===== src/rtl/parity_uart_rx_pkg.sv =====
package parity_uart_rx_pkg;

  typedef enum logic [2:0] {
    ST_IDLE,
    ST_START,
    ST_DATA,
    ST_PAR,
    ST_STOP
  } rxState_t;

  // Strobes from the sequencer to the datapath; each is one cycle wide.
  typedef struct packed {
    logic clearBits;    // new frame begins: clear parity accumulator
    logic shiftIn;      // sample a data bit into the shift register
    logic checkParity;  // sample the parity bit into the accumulator
    logic frameDone;    // stop bit reached: publish byte and strobes
  } rxStrobes_t;

endpackage


===== src/rtl/parity_uart_rx_datapath.sv =====
module parity_uart_rx_datapath
  import parity_uart_rx_pkg::*;
#(
  parameter int DATA_BITS = 8
) (
  input  logic                 clk,
  input  logic                 rstN,
  input  logic                 rxSerial,
  input  rxStrobes_t           strobes,
  output logic                 lineLow,
  output logic                 fallSeen,
  output logic [DATA_BITS-1:0] rxData,
  output logic                 rxValid,
  output logic                 parityErr
);

  logic syncMeta;
  logic syncLine;
  logic linePrev;
  logic [DATA_BITS-1:0] shiftReg;
  logic parityAcc;

  // Two-flop synchronizer, then one more flop for edge detection.
  always_ff @(posedge clk) begin
    if (!rstN) begin
      syncMeta <= 1'b1;
      syncLine <= 1'b1;
      linePrev <= 1'b1;
    end else begin
      syncMeta <= rxSerial;
      syncLine <= syncMeta;
      linePrev <= syncLine;
    end
  end

  assign lineLow  = ~syncLine;
  assign fallSeen = linePrev & ~syncLine;

  // Least significant bit arrives first: shift in from the top.
  always_ff @(posedge clk) begin
    if (!rstN) begin
      shiftReg  <= '0;
      parityAcc <= 1'b0;
    end else begin
      if (strobes.clearBits) begin
        parityAcc <= 1'b0;
      end else if (strobes.shiftIn || strobes.checkParity) begin
        parityAcc <= parityAcc ^ syncLine;
      end
      if (strobes.shiftIn) begin
        shiftReg <= {syncLine, shiftReg[DATA_BITS-1:1]};
      end
    end
  end

  // Even parity: a set accumulator after the parity bit means a mismatch.
  always_ff @(posedge clk) begin
    if (!rstN) begin
      rxData    <= '0;
      rxValid   <= 1'b0;
      parityErr <= 1'b0;
    end else begin
      rxValid   <= strobes.frameDone;
      parityErr <= strobes.frameDone & parityAcc;
      if (strobes.frameDone) begin
        rxData <= shiftReg;
      end
    end
  end

endmodule


===== src/rtl/parity_uart_rx_ctrl.sv =====
module parity_uart_rx_ctrl
  import parity_uart_rx_pkg::*;
#(
  parameter int CLKS_PER_BIT = 1736,
  parameter int DATA_BITS    = 8
) (
  input  logic       clk,
  input  logic       rstN,
  input  logic       lineLow,
  input  logic       fallSeen,
  output rxStrobes_t strobes
);

  localparam int HALF_BIT = CLKS_PER_BIT / 2;
  localparam int CNT_W    = (CLKS_PER_BIT > 2) ? $clog2(CLKS_PER_BIT) : 1;
  localparam int BIT_W    = $clog2(DATA_BITS + 1);
  localparam logic [CNT_W-1:0] BIT_LAST  = CNT_W'(CLKS_PER_BIT - 1);
  localparam logic [CNT_W-1:0] HALF_LAST = CNT_W'(HALF_BIT - 1);
  localparam logic [BIT_W-1:0] DATA_LAST = BIT_W'(DATA_BITS - 1);

  rxState_t         state;
  logic [CNT_W-1:0] clkCnt;
  logic [BIT_W-1:0] bitCnt;
  logic             bitEnd;
  logic             halfEnd;

  assign bitEnd  = (clkCnt == BIT_LAST);
  assign halfEnd = (clkCnt == HALF_LAST);

  always_comb begin
    strobes = '0;
    case (state)
      ST_IDLE:  strobes.clearBits   = fallSeen;
      ST_DATA:  strobes.shiftIn     = bitEnd;
      ST_PAR:   strobes.checkParity = bitEnd;
      ST_STOP:  strobes.frameDone   = bitEnd;
      default:  strobes = '0;
    endcase
  end

  always_ff @(posedge clk) begin
    if (!rstN) begin
      state  <= ST_IDLE;
      clkCnt <= '0;
      bitCnt <= '0;
    end else begin
      case (state)
        ST_IDLE: begin
          clkCnt <= '0;
          bitCnt <= '0;
          if (fallSeen) state <= ST_START;
        end
        ST_START: begin
          if (halfEnd) begin
            clkCnt <= '0;
            state  <= lineLow ? ST_DATA : ST_IDLE;
          end else begin
            clkCnt <= clkCnt + 1'b1;
          end
        end
        ST_DATA: begin
          if (bitEnd) begin
            clkCnt <= '0;
            if (bitCnt == DATA_LAST) begin
              state <= ST_PAR;
            end else begin
              bitCnt <= bitCnt + 1'b1;
            end
          end else begin
            clkCnt <= clkCnt + 1'b1;
          end
        end
        ST_PAR: begin
          if (bitEnd) begin
            clkCnt <= '0;
            state  <= ST_STOP;
          end else begin
            clkCnt <= clkCnt + 1'b1;
          end
        end
        ST_STOP: begin
          if (bitEnd) begin
            clkCnt <= '0;
            state  <= ST_IDLE;
          end else begin
            clkCnt <= clkCnt + 1'b1;
          end
        end
        default: state <= ST_IDLE;
      endcase
    end
  end

endmodule


===== src/rtl/parity_uart_rx.sv =====
module parity_uart_rx
  import parity_uart_rx_pkg::*;
#(
  parameter int CLK_FREQ_HZ = 200_000_000,
  parameter int BAUD_RATE   = 115_200
) (
  input  logic       clk,
  input  logic       rstN,
  input  logic       rxSerial,
  output logic [7:0] rxData,
  output logic       rxValid,
  output logic       parityErr
);

  localparam int CLKS_PER_BIT = CLK_FREQ_HZ / BAUD_RATE;
  localparam int DATA_BITS    = 8;

  rxStrobes_t strobes;
  logic       lineLow;
  logic       fallSeen;

  parity_uart_rx_ctrl #(
    .CLKS_PER_BIT(CLKS_PER_BIT),
    .DATA_BITS   (DATA_BITS)
  ) u_ctrl (
    .clk     (clk),
    .rstN    (rstN),
    .lineLow (lineLow),
    .fallSeen(fallSeen),
    .strobes (strobes)
  );

  parity_uart_rx_datapath #(
    .DATA_BITS(DATA_BITS)
  ) u_dp (
    .clk      (clk),
    .rstN     (rstN),
    .rxSerial (rxSerial),
    .strobes  (strobes),
    .lineLow  (lineLow),
    .fallSeen (fallSeen),
    .rxData   (rxData),
    .rxValid  (rxValid),
    .parityErr(parityErr)
  );

endmodule


===== config.mk =====
export PLATFORM = sky130hd
export DESIGN_NAME = parity_uart_rx
export DESIGN_NICKNAME = d
export VERILOG_FILES = /design/src/rtl/parity_uart_rx_pkg.sv /design/src/rtl/parity_uart_rx_datapath.sv /design/src/rtl/parity_uart_rx_ctrl.sv /design/src/rtl/parity_uart_rx.sv
export SDC_FILE = /design/constraint.sdc
export NUM_CORES = 1
export LEC_CHECK = 0
export BUFFER_PORTS_ARGS = -buffer_cell sky130_fd_sc_hd__buf_4
export CORE_MARGIN = 2
export CORE_UTILIZATION = 50
export CTS_BUF_LIST = sky130_fd_sc_hd__clkbuf_8 sky130_fd_sc_hd__clkbuf_16
export DETAILED_ROUTE_END_ITERATION = 10
export PLACE_DENSITY = 0.74
export SYNTH_ARGS = -nofsm -noshare
export SYNTH_HDL_FRONTEND = slang
export SYNTH_HIERARCHICAL = 1
export SYNTH_SLANG_ARGS = --single-unit

===== constraint.sdc =====
create_clock -name clk -period 2.15 [get_ports clk]
set_input_delay 0.43 -clock clk [delete_from_list [all_inputs] [get_ports clk]]
set_output_delay 0.43 -clock clk [all_outputs]
set_load 0.005 [all_outputs]

==> results.tsv, run 1 <==
stage	metric	value	unit
synthesis	ys_seq_elements	40	
global_routing	grt_pass1_wl	6030	microns
power	ir_worst_vdd	0.324	mV
routing	num_vias	1476	
synthesis	synth_commonest_cells	dfxtp_1 (40), nor2b_1 (20), mux2i_1 (18)	
global_routing	grtUsageMet2	29.6	%
timing	slew_viol_final	0	
routing	drt_iter0_drc	88	
synthesis	synth_edf_count	0	
finish	fin_nets	218	
synthesis	postSynthCellCount	197	
global_routing	overflow	0	
synthesis	synth_compound_area_share	13.8	%
worst_setup_path	crit_fanout	10	
die	die_h	64.9	microns
synthesis	ys_seq_area_share	43.2	%
global_routing	gr-max-usage-layer	met2	
worst_setup_path	required	2390	ps
placed_design	numPortBuffers	12	
timing	period_minus_slack	2040	ps
clocking	cts_htree_levels	2	
power	power_frac_comb	13.0	%
routing	via_per_inst	5.63	
power	power_switching	0.409	mW
synthesis	synth_xor_area_share	1.42	%
synthesis	yosysWarnings	6	
routing	wl_per_cell	13.2	microns
synthesis	synth_top_family_by_area	simple AND/OR/NAND/NOR gates	
finish	antenna_cells	0	
die	die_w	64.9	microns
clocking	cts_setup_buffers	0	
global_routing	grt_max_degree	35	
worst_setup_path	end_kind	flop	
die	coreArea	0.00361	sq mm
synthesis	yosys.area.top_type	dfxtp_1	
worst_setup_path	crit_path_start_kind	flop	
finish	drive_above_1_share	15.0	%
timing	slew_headroom	65.3	%
power	p_total	1.61	mW
hold_path	holdCritPathClass	in -> reg	
power	internal_power	1.20	mW
die	ios	13	
clocking	cts_max_path_buffers	2	
clocking	clk_pin_slew	80	ps
timing	finalSetupTns	0	ps
power	power_leakage	0.782	nW
finish	post-route-util	58.8	%
timing	finalHoldViolCount	0	
routing	drc	0	
timing	fmax	491	MHz
routing	first_pass_iters	4	
clocking	cts_tree	yes	
timing	period_share	94.8	%
synthesis	synth_area	0.00186	sq mm
worst_setup_path	crit_type	reg -> reg	
status	status	complete, no violations	
routing	detail-route-antenna-nets	0	
finish	area_growth	14.3	%
synthesis	muxShareOfSynthArea	9.71	%
global_routing	grt_use_met1	21.4	%
synthesis	ys_top_cells_by_area	dfxtp_1 (43%), mux2i_1 (9.7%), nor2b_1 (6.7%)	
power	switching_share	25.5	%
global_routing	grt_pass1_vias	1407	
placed_design	gp_congestion	0.924	
run	cap_violations	0	
die	rows	22	
clocking	clock_latency	300	ps
clocking	cts_buffers	5	
timing	fin_skew	7.43	ps
synthesis	synth_top_flop_cell	dfxtp_1	
placed_design	dpl.hpwl	2420	microns
synthesis	yosysUniqueCellTypes	46	
timing	setup_viol	0	
synthesis	synthAdderAreaFrac	1.35	%
power	p_per_area	757	mW/mm^2
worst_setup_path	reg2reg_slack	110	ps
clocking	clock_sinks	40	
global_routing	met3_usage	5.73	%
die	initial_core_util	51.5	%
synthesis	synth.most_common_cell	dfxtp_1	
power	clockPowerShare	38.3	%
global_routing	antenna_found_initial	0	
synthesis	avgSynthCellArea	9.42	sq um
timing	rsz0062_at_grt	no	
synthesis	async_reset_ff_share	0	%
power	p_seq_share	48.7	%
global_routing	track_usage	18.5	%
die	die_area	0.00421	sq mm
synthesis	synth_top_area_share	43.2	%
clocking	cts-root-buf	clkbuf_8	
worst_setup_path	cp_data_arrival_time	2280	ps
timing	worst_pin_slew	514	ps
synthesis	syn_nets	202	
routing	wl	3460	microns
synthesis	synth-simple-area-share	26.3	%
kinds of logic after synthesis:
| family | count (synthesis) |
|---|---|
| simple gates | 87 |
| flops | 40 |
| compound gates | 34 |
| mux | 18 |
| buf+inv | 13 |
| xor+xnor | 3 |
| fa+ha+maj | 2 |
through the flow:
| step | setup slack (ps) | area [sq um] | cells | hold WS (ps) |
|---|---|---|---|---|
| final | 112 | 2120 | 262 | 314 |
| after global routing | 31.7 | 2120 | 262 | 307 |
| after CTS | 149 | 2100 | 262 | 304 |
| after detailed placement | 145 | 1990 | 254 | 398 |
| after global placement | 227 | 1990 | 254 | 396 |
| after floorplan | 234 | 1860 | 197 | 385 |
state kept, by name, summed over array words and instances, names as in the netlist:
signal          flops
u_ctrl/clkCnt      11
u_dp/syncLine       1
u_dp/linePrev       1
u_dp/shiftReg       8
u_ctrl/bitCnt       4
u_dp/rxValid        1
u_ctrl/state        3
u_dp/parityAcc      1
u_dp/rxData         8
u_dp/syncMeta       1
u_dp/parityErr      1
worst paths after layout:
kind / start / end / cells after the start
max reg2reg: u_ctrl/state[0]$_SDFFE_PN0P_ / u_ctrl/clkCnt[9]$_SDFFE_PN0P_ / 5
min reg2reg: u_dp/syncMeta$_SDFF_PN1_ / u_dp/syncLine$_SDFF_PN1_ / 1
min: rxSerial / u_dp/syncMeta$_SDFF_PN1_ / 2
max: u_ctrl/state[0]$_SDFFE_PN0P_ / u_ctrl/clkCnt[9]$_SDFFE_PN0P_ / 5
routing by layer:
layer  routed length, microns  vias up
li1                         -      742
met1                     1630      699
met2                     1580       28
met3                      165        7
met4                       80        0
met5                        0        -
placed cells by master, fill, tap and decap left out, types with 2 or more instances in the layout:
cell type and n:
a21oi_1 2, a311oi_1 2, nand4_1 4, a211o_1 2, inv_1 3, a211oi_1 4, nand2_1 14, nor4_1 3
nor3b_1 2, a21o_1 3, xnor2_1 2, nor2_1 15, o21ai_0 9, dfxtp_1 40, and3_1 2, buf_4 19
nor2b_1 20, or2b_1 2, clkbuf_8 5, nor3_1 5, nand3b_1 2, mux2i_1 18, nand3_1 6, a32o_1 2
and2_1 3, ha_1 2
power by group through the flow:
stage	registers (mW)	clock network (mW)	logic (mW)
4_1_cts	0.781	0.638	0.196
3_5_place_dp	0.798	0	0.195
3_3_place_gp	0.797	0	0.194
5_1_grt	0.785	0.668	0.230
2_1_floorplan	0.784	0	0.170
6_report	0.782	0.615	0.208
final cells by class:
class | count | area, sq um
fill | 317 | 1490
multi-input combinational | 144 | 991
sequential | 40 | 801
timing repair buffer | 19 | 143
clock buffer | 5 | 68.8
tap | 48 | 60.1
clock inverter | 3 | 46.3
inverter | 3 | 11.3
worst max-delay path, cell delays in order, from the launching register on:
cell	delay [ps]
dfxtp_1	500
nor3_1	150
or3_4	430
a31o_1	240
or4_1	500
a21bo_1	180
what timing repair did:
item                       4_1_cts  5_1_grt
setup endpoints to repair        0        6
hold buffers                     0        0
resized for setup                0        3
No activity file was read; power rests on OpenSTA's default activity.
==> inputs of run 2 (changes only) <==
Settings changed: RECOVER_POWER set to 100.
==> results.tsv, run 2 (synthesis gave the netlist of run 1 again) <==
stage	metric	value	unit
clocking	cts_max_path_buffers	2	
clocking	cts_hold_buf	0	
routing	wl_met1	1650	microns
timing	period_share	95.2	%
die	rows	22	
routing	met2_length	1580	microns
timing	worst_pin_slew	1150	ps
status	status	complete, no violations	
worst_setup_path	r2r-start	u_ctrl/state[0]$_SDFFE_PN0P_	
die	coreArea	0.00361	sq mm
routing	first_pass_iters	4	
finish	largest_register_ffs	11	
clocking	clock_latency	300	ps
timing	fin_skew	8.07	ps
global_routing	overflow	0	
routing	num_vias	1468	
timing	setup_viol	0	
finish	drive_above_1_share	13.1	%
timing	whs	314	ps
routing	drc	0	
power	p_total	1.60	mW
finish	antenna_cells	0	
placed_design	dpl_cell_area	0.00199	sq mm
worst_setup_path	crit_path_start_kind	flop	
worst_setup_path	cp_data_arrival_time	2290	ps
placed_design	dpl.hpwl	2420	microns
clocking	cts_setup_buffers	0	
die	die_w	64.9	microns
routing	highest_layer	met4	
finish	top_regs	u_ctrl/clkCnt: 11 flops, u_dp/rxData: 8 flops, u_dp/shiftReg: 8 flops	
timing	setup_slack	104	ps
clocking	cts_htree_levels	2	
timing	finalHoldViolCount	0	
power	power_leakage	0.763	nW
worst_setup_path	slowest_stage	dfxtp_1	
routing	detail-route-antenna-nets	0	
routing	via_per_inst	5.60	
die	ios	13	
worst_setup_path	end_kind	flop	
timing	period_minus_slack	2050	ps
worst_setup_path	crit_type	reg -> reg	
routing	wl	3460	microns
hold_path	worst_hold_path.num_cells	2	
timing	fmax	489	MHz
hold_path	min-delay-start	rxSerial	
global_routing	grt_pass1_vias	1407	
die	die_h	64.9	microns
finish	top_register	u_ctrl/clkCnt	
routing	drt_iter0_drc	88	
finish	fin_nets	218	
timing	slew_viol_final	0	
power	p_per_area	761	mW/mm^2
die	initial_core_util	51.5	%
worst_setup_path	cp_num_buf_inv	0	
die	die_area	0.00421	sq mm
routing	met3WireLength	154	microns
worst_setup_path	crit_fanout	10	
finish	final_common_cell	dfxtp_1	
timing	rsz0062_at_grt	no	
timing	slew_headroom	23.4	%
clocking	clk_pin_slew	80	ps
worst_setup_path	cp_cell_sequence	nor3_1, or3_4, a31o_1, or4_1, a21bo_1	
global_routing	grt_pass1_wl	6030	microns
power	ir_worst_vdd	0.324	mV
placed_design	gp_congestion	0.924	
clocking	cts-root-buf	clkbuf_8	
timing	finalSetupTns	0	ps
worst_setup_path	slowest_delay	500	ps
worst_setup_path	startpoint	u_ctrl/state[0]$_SDFFE_PN0P_	
worst_setup_path	required	2390	ps
worst_setup_path	worstSetupPathDepth	5	
placed_design	dp_slack	145	ps
finish	area_growth	13.4	%
finish	final_area	0.00210	sq mm
finish	layout_common_cells	dfxtp_1 (40), nor2b_1 (20), mux2i_1 (18)	
placed_design	numPortBuffers	12	
clocking	cts_tree	yes	
clocking	clock_sinks	40	
global_routing	track_usage	18.5	%
worst_setup_path	critPathTopFamily	simple AND/OR/NAND/NOR gates	
worst_setup_path	r2r_cells	5	
run	cap_violations	0	
global_routing	antenna_found_initial	0	
routing	wl_per_cell	13.2	microns
finish	fillers	322	
clocking	cts_buffers	5	
hold_path	holdCritPathClass	in -> reg	
global_routing	grt_max_degree	35	
## run 2: repair_timing
| action | 4_1_cts | 5_1_grt |
|---|---|---|
| setup endpoints to repair | 0 | 6 |
| endpoints found under the hold margin | 0 | 0 |
| gates resized for setup | 0 | 3 |
## run 2: path summary, 6_finish.rpt
kind	endpoint	slack (ps)
setup reg to reg	u_ctrl/clkCnt[9]$_SDFFE_PN0P_	100
hold / removal	u_dp/syncMeta$_SDFF_PN1_	310
setup / recovery	u_ctrl/clkCnt[9]$_SDFFE_PN0P_	100
hold reg to reg	u_dp/syncLine$_SDFF_PN1_	410
## run 2: cell type report
cell class	count	area, sq um	share of cell area (%)
repair buffers	19	131	6.24
flip-flops and latches	40	801	38.0
inverters	3	11.3	0.535
well taps	48	60.1	2.85
multi-input cells	144	986	46.8
clock buffers	5	68.8	3.27
clock inverters	3	46.3	2.20
## run 2: per-stage QoR
stage	util (%)	cells
final	58.4	262
after global routing	58.4	262
after CTS	58.4	262
after detailed placement	55.2	254
after global placement	55.2	254
after floorplan	-	197
## run 2: layer usage
metal | track usage, % | vias to the layer above
met5 | 0 | -
met4 | 11.7 | 0
met3 | 5.73 | 7
met2 | 29.6 | 29
met1 | 21.4 | 692
li1 | - | 740
## run 2: where the power goes
| part | total [mW] | internal, mW | leakage, nW | switching [mW] |
|---|---|---|---|---|
| Sequential | 0.783 | 0.757 | 0.323 | 0.0254 |
| Clock | 0.616 | 0.349 | 0.0548 | 0.266 |
| Combinational | 0.204 | 0.0870 | 0.386 | 0.117 |
## run 2: worst reg2reg max path: cells and delay by family, from the launching register on
| kind | cells | cell delay (ps) |
|---|---|---|
| flops | 1 | 500 |
| compound gates | 2 | 420 |
| simple gates | 3 | 1080 |
